File: src/rtl/mbox_pkg.sv
package mbox_pkg;
  localparam int REG_W = 32;
  localparam int ADDR_W = 12;
  localparam logic [ADDR_W-1:0] LOCK_ADDR = 12'hA00;
  localparam logic [REG_W-1:0] LOCK_KEY = 32'h1acce551;

  // word index within a channel window (address bits 4:2, bit 5 clear)
  localparam logic [2:0] W_OWN  = 3'd0;
  localparam logic [2:0] W_DST  = 3'd1;
  localparam logic [2:0] W_DCLR = 3'd2;
  localparam logic [2:0] W_PEND = 3'd3;
  localparam logic [2:0] W_MODE = 3'd4;
  localparam logic [2:0] W_MASK = 3'd5;
  localparam logic [2:0] W_ICLR = 3'd6;
  localparam logic [2:0] W_SEND = 3'd7;

  typedef struct packed {
    logic own;
    logic dst;
    logic dclr;
    logic mode;
    logic mask;
    logic iclr;
    logic send;
    logic data;
    logic [2:0] word;
  } chStrobe_t;
endpackage

File: src/rtl/mbox_ctrl.sv
module mbox_ctrl
  import mbox_pkg::*;
#(
  parameter int NUM_CH = 4,
  localparam int SEL_W = (NUM_CH > 1) ? $clog2(NUM_CH) : 1,
  localparam int IDX_W = ADDR_W - 6
) (
  input  logic                 clk,
  input  logic                 rstN,
  input  logic [ADDR_W-1:0]    busAddr,
  input  logic                 busWe,
  input  logic [REG_W-1:0]     busWdata,
  output chStrobe_t [NUM_CH-1:0] strobes,
  output logic                 lockOpen,
  output logic [SEL_W-1:0]     rdChan,
  output logic [3:0]           rdWord,
  output logic                 rdInRange,
  output logic                 rdIsLock
);
  logic [IDX_W-1:0] chIdx;
  logic isLock;
  logic chWe;

  assign chIdx     = busAddr[ADDR_W-1:6];
  assign isLock    = (busAddr == LOCK_ADDR);
  assign rdInRange = (32'(chIdx) < NUM_CH) && !isLock;
  assign rdIsLock  = isLock;
  assign rdChan    = chIdx[SEL_W-1:0];
  assign rdWord    = busAddr[5:2];
  assign chWe      = busWe && lockOpen && rdInRange;

  // lock register: key opens, anything else closes
  always_ff @(posedge clk or negedge rstN) begin
    if (!rstN) lockOpen <= 1'b0;
    else if (busWe && isLock) lockOpen <= (busWdata == LOCK_KEY);
  end

  always_comb begin
    for (int i = 0; i < NUM_CH; i++) begin
      strobes[i] = '0;
      strobes[i].word = busAddr[4:2];
      if (chWe && chIdx == IDX_W'(i)) begin
        if (busAddr[5]) strobes[i].data = 1'b1;
        else begin
          case (busAddr[4:2])
            W_OWN:   strobes[i].own  = 1'b1;
            W_DST:   strobes[i].dst  = 1'b1;
            W_DCLR:  strobes[i].dclr = 1'b1;
            W_MODE:  strobes[i].mode = 1'b1;
            W_MASK:  strobes[i].mask = 1'b1;
            W_ICLR:  strobes[i].iclr = 1'b1;
            W_SEND:  strobes[i].send = 1'b1;
            default: ;
          endcase
        end
      end
    end
  end
endmodule

File: src/rtl/mbox_dpath.sv
module mbox_dpath
  import mbox_pkg::*;
#(
  parameter int NUM_CH = 4,
  parameter int IRQ_W = 32,
  parameter int MSG_WORDS = 8,
  localparam int SEL_W = (NUM_CH > 1) ? $clog2(NUM_CH) : 1
) (
  input  logic                    clk,
  input  logic                    rstN,
  input  chStrobe_t [NUM_CH-1:0]  strobes,
  input  logic [REG_W-1:0]        busWdata,
  input  logic                    lockOpen,
  input  logic [SEL_W-1:0]        rdChan,
  input  logic [3:0]              rdWord,
  input  logic                    rdInRange,
  input  logic                    rdIsLock,
  output logic [REG_W-1:0]        busRdata,
  output logic [IRQ_W-1:0]        rxIrq,
  output logic [IRQ_W-1:0]        ackIrq,
  output logic [NUM_CH*IRQ_W-1:0] chOwner,
  output logic [NUM_CH*IRQ_W-1:0] chPend
);
  logic [IRQ_W-1:0] chRx   [NUM_CH];
  logic [IRQ_W-1:0] chAckV [NUM_CH];
  logic [REG_W-1:0] chRead [NUM_CH];
  logic [IRQ_W-1:0] wv;

  assign wv = busWdata[IRQ_W-1:0];

  for (genvar g = 0; g < NUM_CH; g++) begin : g_ch
    logic [IRQ_W-1:0] owner, dst, mask, pend;
    logic autoMode, ackFlag, armAck, ackPulse;
    logic [REG_W-1:0] msg [MSG_WORDS];
    logic claimOk, releaseOk, sendOk;
    chStrobe_t st;

    assign st        = strobes[g];
    assign claimOk   = st.own && (owner == '0) && $onehot(wv);
    assign releaseOk = st.own && (owner != '0) && (wv == owner) && (&mask);
    assign sendOk    = st.send && (owner != '0) && (wv == owner);

    always_ff @(posedge clk or negedge rstN) begin
      if (!rstN) begin
        owner <= '0; dst <= '0; mask <= '1; pend <= '0;
        autoMode <= 1'b0; ackFlag <= 1'b0; armAck <= 1'b0; ackPulse <= 1'b0;
      end else begin
        ackPulse <= armAck;
        armAck   <= 1'b0;
        if (armAck) ackFlag <= 1'b1;
        if (claimOk) owner <= wv;
        if (releaseOk) begin
          owner <= '0; ackFlag <= 1'b0; armAck <= 1'b0;
        end
        if (st.dst)  dst <= dst | wv;
        if (st.dclr) dst <= dst & ~wv;
        if (st.mask) mask <= wv;
        if (st.mode) autoMode <= busWdata[0];
        if (st.iclr) pend <= pend & ~wv;
        if (sendOk) begin
          pend    <= pend | (dst & ~mask);
          ackFlag <= 1'b0;
          armAck  <= autoMode;
        end
      end
    end

    always_ff @(posedge clk) begin
      if (st.data) msg[st.word] <= busWdata;
    end

    always_comb begin
      chRead[g] = '0;
      if (rdWord[3]) chRead[g] = msg[rdWord[2:0]];
      else begin
        case (rdWord[2:0])
          W_OWN:  chRead[g] = REG_W'(owner);
          W_DST:  chRead[g] = REG_W'(dst);
          W_PEND: chRead[g] = REG_W'(pend);
          W_MODE: chRead[g] = REG_W'({ackFlag, 2'b00, (owner == '0), 3'b000, autoMode});
          W_MASK: chRead[g] = REG_W'(mask);
          default: chRead[g] = '0;
        endcase
      end
    end

    assign chRx[g]   = pend & ~mask;
    assign chAckV[g] = ackPulse ? owner : '0;
    assign chOwner[g*IRQ_W +: IRQ_W] = owner;
    assign chPend[g*IRQ_W +: IRQ_W]  = pend;
  end

  always_comb begin
    rxIrq  = '0;
    ackIrq = '0;
    for (int i = 0; i < NUM_CH; i++) begin
      rxIrq  = rxIrq | chRx[i];
      ackIrq = ackIrq | chAckV[i];
    end
  end

  always_comb begin
    if (rdIsLock)       busRdata = {{(REG_W-1){1'b0}}, !lockOpen};
    else if (rdInRange) busRdata = chRead[rdChan];
    else                busRdata = '0;
  end
endmodule

File: src/rtl/mbox_core.sv
module mbox_core
  import mbox_pkg::*;
#(
  parameter int NUM_CH = 4,
  parameter int IRQ_W = 32,
  localparam int SEL_W = (NUM_CH > 1) ? $clog2(NUM_CH) : 1
) (
  input  logic              clk,
  input  logic              rstN,
  input  logic [11:0]       busAddr,
  input  logic              busWe,
  input  logic [31:0]       busWdata,
  output logic [31:0]       busRdata,
  output logic [IRQ_W-1:0]  rxIrq,
  output logic [IRQ_W-1:0]  ackIrq
);
  chStrobe_t [NUM_CH-1:0] strobes;
  logic lockOpen;
  logic [SEL_W-1:0] rdChan;
  logic [3:0] rdWord;
  logic rdInRange, rdIsLock;
  logic [NUM_CH*IRQ_W-1:0] chOwner, chPend;

  mbox_ctrl #(.NUM_CH(NUM_CH)) u_ctrl (
    .clk(clk), .rstN(rstN), .busAddr(busAddr), .busWe(busWe), .busWdata(busWdata),
    .strobes(strobes), .lockOpen(lockOpen), .rdChan(rdChan), .rdWord(rdWord),
    .rdInRange(rdInRange), .rdIsLock(rdIsLock)
  );

  mbox_dpath #(.NUM_CH(NUM_CH), .IRQ_W(IRQ_W), .MSG_WORDS(8)) u_dpath (
    .clk(clk), .rstN(rstN), .strobes(strobes), .busWdata(busWdata), .lockOpen(lockOpen),
    .rdChan(rdChan), .rdWord(rdWord), .rdInRange(rdInRange), .rdIsLock(rdIsLock),
    .busRdata(busRdata), .rxIrq(rxIrq), .ackIrq(ackIrq), .chOwner(chOwner), .chPend(chPend)
  );
endmodule

File: config.mk
export PLATFORM = sky130hd
export DESIGN_NAME = mbox_core
export DESIGN_NICKNAME = d
export VERILOG_FILES = /design/src/rtl/mbox_pkg.sv /design/src/rtl/mbox_ctrl.sv /design/src/rtl/mbox_dpath.sv /design/src/rtl/mbox_core.sv
export SDC_FILE = /design/constraint.sdc
export NUM_CORES = 2
export LEC_CHECK = 0
export BUFFER_PORTS_ARGS = -buffer_cell sky130_fd_sc_hd__buf_2
export CORE_ASPECT_RATIO = 1.75
export CORE_MARGIN = 5
export CORE_UTILIZATION = 50
export CTS_CLUSTER_SIZE = 12
export DETAILED_ROUTE_END_ITERATION = 8
export PLACE_DENSITY_LB_ADDON = 0.2
export SLEW_MARGIN = 20
export SYNTH_ARGS = -nofsm -noshare
export SYNTH_HDL_FRONTEND = slang
export SYNTH_SLANG_ARGS = --single-unit
File: constraint.sdc
create_clock -name clk -period 3.6 [get_ports clk]
set_input_delay 0.72 -clock clk [delete_from_list [all_inputs] [get_ports clk]]
set_output_delay 0.72 -clock clk [all_outputs]
set_load 0.01 [all_outputs]
## Yosys cells after proc, flatten, opt, wreduce, memory -nomap -nowiden

Memory sizes are Yosys's and may differ from the RTL's.
Index checks and enable logic that the tools add are counted.

| cells by class | value |
|---|---|
| order comparisons | 2 |
| add/subtract/negate cells | 31 |
| reductions and logical operators | 68 |
| bitwise operators | 36 |
| eq/ne operators | 17 |
| mux-type cells | 78 |

Operator list:

| operator | number |
|---|---|
| two-way mux 32 bit | 36 |
| one-hot mux 32 bit (5 select lines) | 4 |
| AND 32 bit | 16 |
| OR 32 bit | 14 |
| inverter 32 bit | 5 |
| equality test 32 bit | 4 |
| zero test 32 bit | 4 |
| AND reduction 32 bit | 4 |
| nonzero test 32 bit | 4 |
| adder 6 bit | 15 |
| binary-select mux 32 bit (select 2 bit) | 1 |
| logical AND 1 bit | 36 |
| adder 1 x 1 -> 2 bit | 16 |
| equality test 32 x 29 -> 1 bit (second input constant) | 1 |
| two-way mux 1 bit | 32 |
| two-way mux 8 bit | 4 |
| nonzero test 2 bit | 12 |
| equality test 12 bit (second input constant) | 1 |
| equality test 3 bit (second input constant) | 4 |
| equality test 6 x 1 -> 1 bit (second input constant) | 2 |
| equality test 6 x 2 -> 1 bit (second input constant) | 2 |
| nonzero test 3 bit | 4 |
| two-way mux 7 bit | 1 |
| equality test 3 x 2 -> 1 bit (second input constant) | 2 |
| other kinds (7) | 8 |

| storage, ports and cells | value |
|---|---|
| bits of input ports | 47 |
| memories | 4 |
| logic and storage cells | 269 |
| output and inout port bits | 96 |
| flip-flop bits (word level) | 529 |
| bits in writable memories | 1,024 |

Memories:

| name | words | width | read ports | clocked after memory_dff | write ports | line | text |
|---|---|---|---|---|---|---|---|
| u_dpath.g_ch[0].msg | 8 | 32 | 1 | 0 | 1 | mbox_dpath.sv:34 | `logic [REG_W-1:0] msg [MSG_WORDS];` |
| u_dpath.g_ch[1].msg | 8 | 32 | 1 | 0 | 1 | mbox_dpath.sv:34 |  |
| u_dpath.g_ch[2].msg | 8 | 32 | 1 | 0 | 1 | mbox_dpath.sv:34 |  |
| u_dpath.g_ch[3].msg | 8 | 32 | 1 | 0 | 1 | mbox_dpath.sv:34 |  |

## Logic depth before layout (Yosys ltp)

| depth | value |
|---|---|
| depth after elaboration | 11 |
| gate-level depth with buffers | 22 |
| depth with buffers taken out | 20 |

## By module

From an unflattened synthesis, not the netlist that was laid out.

| second synthesis, totals | value |
|---|---|
| cell total of the unflattened synthesis | 5,173 |
| area total of the unflattened synthesis | 68,479.4 um^2 |

By module, submodules not included:

| module | times used | cells an instance | seq. area each (um^2) | area an instance (um^2) |
|---|---|---|---|---|
| mbox_dpath | 1 | 5,085 | 44,122.3 | 67,922.6 |
| mbox_ctrl | 1 | 88 | 25.0 | 556.8 |

## Worst setup path before layout

No wires, ideal clock.

| path | value |
|---|---|
| path kind | input to register |
| from | input busWdata[2] |
| to | register u_dpath.g_ch[0].owner[12] |
| library setup time | 0.066 ns |
| arrival time | 6.104 ns |
| slack | -2.570 ns |
| required time | 3.534 ns |
| buffers on the path | 2 |
| cell stages on the path | 19 |
| path through | buf_1 > inv_1 > ha_1 > inv_1 > fa_1 > fa_1 > fa_1 > fa_1 > fa_1 > inv_1 > ha_1 > inv_1 > fa_1 > or4bb_1 > nor3_1 > nand4_1 > nor4_2 > buf_2 > a22o_1 |

| on the way | value |
|---|---|
| word-level cells in the longest chain between the ends | 8 |
| elaborated cells between the ends (all ways) | 12 |
| classes of those cells | add/sub (5); eq/ne (2); mux (1); reduce/logical (4) |

Ends and longest elaborated chain:

| item | line | text |
|---|---|---|
| start: declaration | mbox_core.sv:12 | `input logic [31:0] busWdata,` |
| adder 1 x 1 -> 2 bit (not written as such) | mbox_dpath.sv:39 | `assign claimOk = st.own && (owner == '0) && $onehot(wv);` |
| adder 6 bit (not written as such) (4 in a row) | mbox_dpath.sv:39 |  |
| equality test 6 x 1 -> 1 bit | mbox_dpath.sv:39 |  |
| logical AND 1 bit | mbox_dpath.sv:39 |  |
| nonzero test 2 bit (no line) | -- |  |
| end signal: assignment | mbox_dpath.sv:51 | `if (claimOk) owner <= wv;` |
| end: declaration | mbox_dpath.sv:32 | `logic [IRQ_W-1:0] owner, dst, mask, pend;` |

Parallel ways exist; a longest one is shown, timed or not.
A chain may end at the register's enable or synchronous reset.

## Worst setup path after layout

| path | value |
|---|---|
| from | input busWdata[29] |
| to | register u_dpath.g_ch[1].owner[24] |

| on the way | value |
|---|---|
| word-level cells in the longest chain between the ends | 8 |
| elaborated cells between the ends (all ways) | 12 |
| classes of those cells | add/sub (5); eq/ne (2); mux (1); reduce/logical (4) |

Ends and longest elaborated chain:

| item | line |
|---|---|
| adder 1 x 1 -> 2 bit (not written as such) | mbox_dpath.sv:39 |
| adder 6 bit (not written as such) (4 in a row) | mbox_dpath.sv:39 |
| equality test 6 x 1 -> 1 bit | mbox_dpath.sv:39 |
| logical AND 1 bit | mbox_dpath.sv:39 |
| nonzero test 2 bit (no line) | -- |
| end signal: assignment | mbox_dpath.sv:51 |
| end: declaration | mbox_dpath.sv:32 |

Parallel ways exist; a longest one is shown, timed or not.

==> summary.log <==
qor: drt.drt-total-wl 333 mm
qor: cells_and_area.layout.cells.non_filler 8226
qor: drt.dr.pass1.iters 6
qor: cts.cts_buffer_depth 3
qor: placed_design.worst_setup_timing_slack_at_the_placement_stage -2.92 ns
qor: floorplanning.dieArea 147000 um^2
qor: cells_and_area.mostFrequentLayoutCell edfxtp_1
qor: hold_path.hold_path_class input port to register
qor: synth.synth-edff-count 1024
qor: drt.num_vias 57.9k
qor: synth.synth.avg_cell_area 12.9 um^2
qor: drt.vias_per_cell 7.04
qor: timing.final_critical_path_setup_slack -1.76 ns
qor: cells_and_area.nNetsFinal 6418
qor: timing.final.period_utilization 149%
qor: floorplanning.core-area 139000 um^2
qor: cts.clock_sinks 1553
qor: worst_setup_path.cp_num_buf_inv 8
qor: cts.clk_transition_reported_paths 0.07 ns
qor: global_routing.number_of_global_route_vias_before_repair 55.8k
qor: cells_and_area.mostFrequentLayoutCells edfxtp_1 (1024), buf_4 (760), a21oi_1 (380)
qor: global_routing.initial_antenna_violation_count 29
qor: worst_setup_path.worstSetupEndpointType register
qor: floorplanning.fp.dieW 292 um
qor: status.failed_checks negative setup slack
qor: cts.worstSkewPairLatency 0.81 ns
qor: global_routing.grt.total_usage 43.9%
qor: cts.numCtsBuffers 153
qor: timing.timing_max_transition_violations_final 0
qor: worst_setup_path.arrival_time_worst_endpoint 6.11 ns
qor: drt.drt_iter0_markers 8972
qor: timing.worst_pin_slew 1.01 ns
qor: synth.synthesis.yosys.warnings 0
qor: synth.synth_sequential_area_ratio 63.4%
qor: worst_setup_path.critPathMaxStageDelay 0.59 ns
qor: timing.finalClockSkew 0.0401 ns
qor: status.outcome complete, but fails checks
qor: worst_setup_path.critPathLaunchType input port
qor: worst_setup_path.cp_data_required_time 4.35 ns
qor: timing.report.final.setup_viol 146
qor: synth.synthDistinctLibCells 80
qor: floorplanning.boundaryPins 143
qor: timing.setup_repair_after_global_routing_missed_its_margin yes
qor: timing.slew_headroom 31.8%
qor: placed_design.buffer_ports.inserted 142
qor: synth.async_reset_ff_share 34.1%
qor: floorplanning.row_count 181
qor: worst_setup_path.timing.critical_path.fanout_max 10
qor: flow_run.drv_cap 0
qor: pwr.power_per_cell_area 441 nW/um^2
qor: floorplanning.die_h 503 um
qor: cts.cts-root-buf clkbuf_16
qor: drt.number_of_design_rule_violations_left_after_detail_routing 0
qor: pwr.vdd.ir_drop.worst 433 uV
qor: placed_design.detailed_place_hpwl 230 mm
qor: worst_setup_path.critical-path-slowest-cell fa_2
qor: worst_setup_path.crit_path_frequent_cell fa_1
qor: placed_design.routabilityCongestion 1.03
qor: pwr.power.leakage 33.8 nW
qor: cells_and_area.area_delta_synth_final 27.9%
qor: drt.ant_nets 0
qor: synth.postSynthNetCount 5516
qor: global_routing.grt_first_pass_wirelength 451 mm
qor: timing.tmin_final 5.36 ns
qor: timing.max_freq 187 MHz
qor: cells_and_area.drive_gt1_share 34.6%
qor: floorplanning.starting_utilization_of_the_core_area 50.2%
qor: global_routing.grt_start_max_net_pins 93
qor: synth.ys_dominant_reg_cell edfxtp_1
qor: worst_setup_path.critPathTopFamily adder cells
qor: cells_and_area.share_of_the_core_filled_with_cells 64.2%
qor: synth.syn_area 69600 um^2
qor: worst_setup_path.cp_cell_sequence buf_12, ha_4, fa_2, inv_2, fa_2, fa_1, fa_1, fa_1, inv_2, ha_4, inv_2, fa_1, or4bb_1, nor3_2, nand4_1, buf_6, buf_6, nor4_4, buf_6, clkbuf_16, nand2_2, nand2_1
qor: timing.holdWs 0.180 ns
qor: drt.wl_per_cell 40.5 um
qor: worst_setup_path.worstSetupPathType input port to register
qor: synth.flops_latches_synth 1553
qor: placed_design.dpl.cell_count 7818
qor: cts.clock_tree_from_tritoncts done
qor: global_routing.total_congestion_overflow 0
qor: synth.netlist_instances 5406
qor: timing.timing.final.hold_violations 0
qor: cts.h_tree_level_count 4
per-stage QoR:
| step | setup TNS [ns] | area (um^2) | total power, mW |
|---|---|---|---|
| floorplan | -298.27 | 69900 | 21.3 |
| global placement | -373.87 | 79800 | 23.5 |
| detailed placement | -379.78 | 79800 | 23.5 |
| CTS | -211.59 | 87000 | 38.9 |
| global route | -227.16 | 88900 | 40.2 |
| finish | -214.21 | 89000 | 39.3 |
final cells by class:
type	instances	area, um^2
Antenna cell	18	45.0
Clock buffer	201	4160
Clock inverter	24	415
Fill cell	10500	49600
Inverter	187	724
Multi-Input combinational cell	3200	24900
Sequential cell	1553	44200
Tap cell	1830	2290
Timing Repair Buffer	1213	12300
routing by layer:
| layer | global-route usage, % | part of all wire (%) | vias up | wire, um |
|---|---|---|---|---|
| met5 | 0.0659 | 0.016 | - | 52 |
| met4 | 32.4 | 10 | 8 | 33200 |
| met3 | 12.5 | 12 | 1385 | 40700 |
| met2 | 68.0 | 45 | 4913 | 150000 |
| met1 | 52.6 | 33 | 28900 | 110000 |
| li1 | - | - | 22700 | - |
final timing paths:
path,start,to,slack (ns),depth (start not counted)
min in group asynchronous,rstN,u_dpath.g_ch[2].pend[3],0.48,2
max in group asynchronous,rstN,u_dpath.g_ch[3].mask[27],2.04,3
min,busWdata[29],u_dpath.g_ch[3].msg[7][29],0.18,1
max reg2reg,u_dpath.g_ch[0].mask[1],u_dpath.g_ch[0].owner[25],0.48,8
min reg2reg,u_dpath.g_ch[3].armAck,u_dpath.g_ch[3].ackPulse,0.38,0
max,busWdata[29],u_dpath.g_ch[1].owner[24],-1.76,22
state kept, by name, indices dropped and copies added (netlist names), named ones only:
name / count
u_ctrl.lockOpen: 1
u_dpath.g_ch.ackFlag: 4
u_dpath.g_ch.ackPulse: 4
u_dpath.g_ch.armAck: 4
u_dpath.g_ch.autoMode: 4
u_dpath.g_ch.mask: 128
u_dpath.g_ch.msg: 1024
u_dpath.g_ch.owner: 128
u_dpath.g_ch.pend: 128
cell families (layout without fill, tap and decap cells):
group | Yosys count | after routing | synth area share [%]
buffers and inverters | 653 | 1625 | 4.14
adders and majority gates | 63 | 63 | 1.41
DFF | 1553 | 1553 | 63.4
other | 0 | 18 | 0
xor gates and xnor gates | 130 | 130 | 1.64
muxes | 427 | 427 | 7.17
and+or+nand+nor | 793 | 793 | 5.47
AOI/OAI and AO/OA | 1787 | 1787 | 16.7
what timing repair did:
item                                    4_1_cts  5_1_grt
gates cloned                                 12        8
setup buffers                                91       81
pin swaps                                    82      112
endpoints found under the setup margin      160      160
hold buffers                                  1        0
resized for setup                           379      314
hold endpoints to repair                     30        0
cell usage after synthesis, drive strengths merged, types with 6 or more instances:
library cell  instances  area, um^2
dfrtp               401       10000
o2111ai               9         131
inv                 187         702
o311ai                6        52.6
or2                   8        50.1
a22o                102         893
nand2b               14        87.6
edfxtp             1024       30700
clkbuf              237         890
nand3                29         145
fa                   26         521
o22a                 18         158
o31ai                12        90.1
o221ai               94         823
o211ai               23         173
a2bb2oi              23         201
a221oi               65         569
a22oi               162        1220
a21oi               409        2050
a211oi               41         308
a211o                 7        61.3
mux2i               162        1620
a2111oi               8        70.1
buf                 229        1290
dfstp               128        3360
nor3b                12        90.1
o22ai               203        1270
o21ai               299        1500
a311oi                8        70.1
nand2               354        1330
nand4                51         325
a31oi               249        1560
nor4                 91         673
ha                   37         463
nor2                150         603
mux4                 34         766
mux2                231        2600
xor2                129        1130
nor2b                10        62.6
nor3                 44         220
and2                  9        56.3
where the power goes:
| part | switching (mW) | internal, mW | total (mW) |
|---|---|---|---|
| clock network | 7.10 | 8.32 | 15.4 |
| registers | 0.000000000000236 | 19.1 | 19.1 |
| logic | 2.92 | 1.89 | 4.81 |
| total | 10.0 | 29.3 | 39.3 |
No activity file was read; power rests on OpenSTA's default activity.
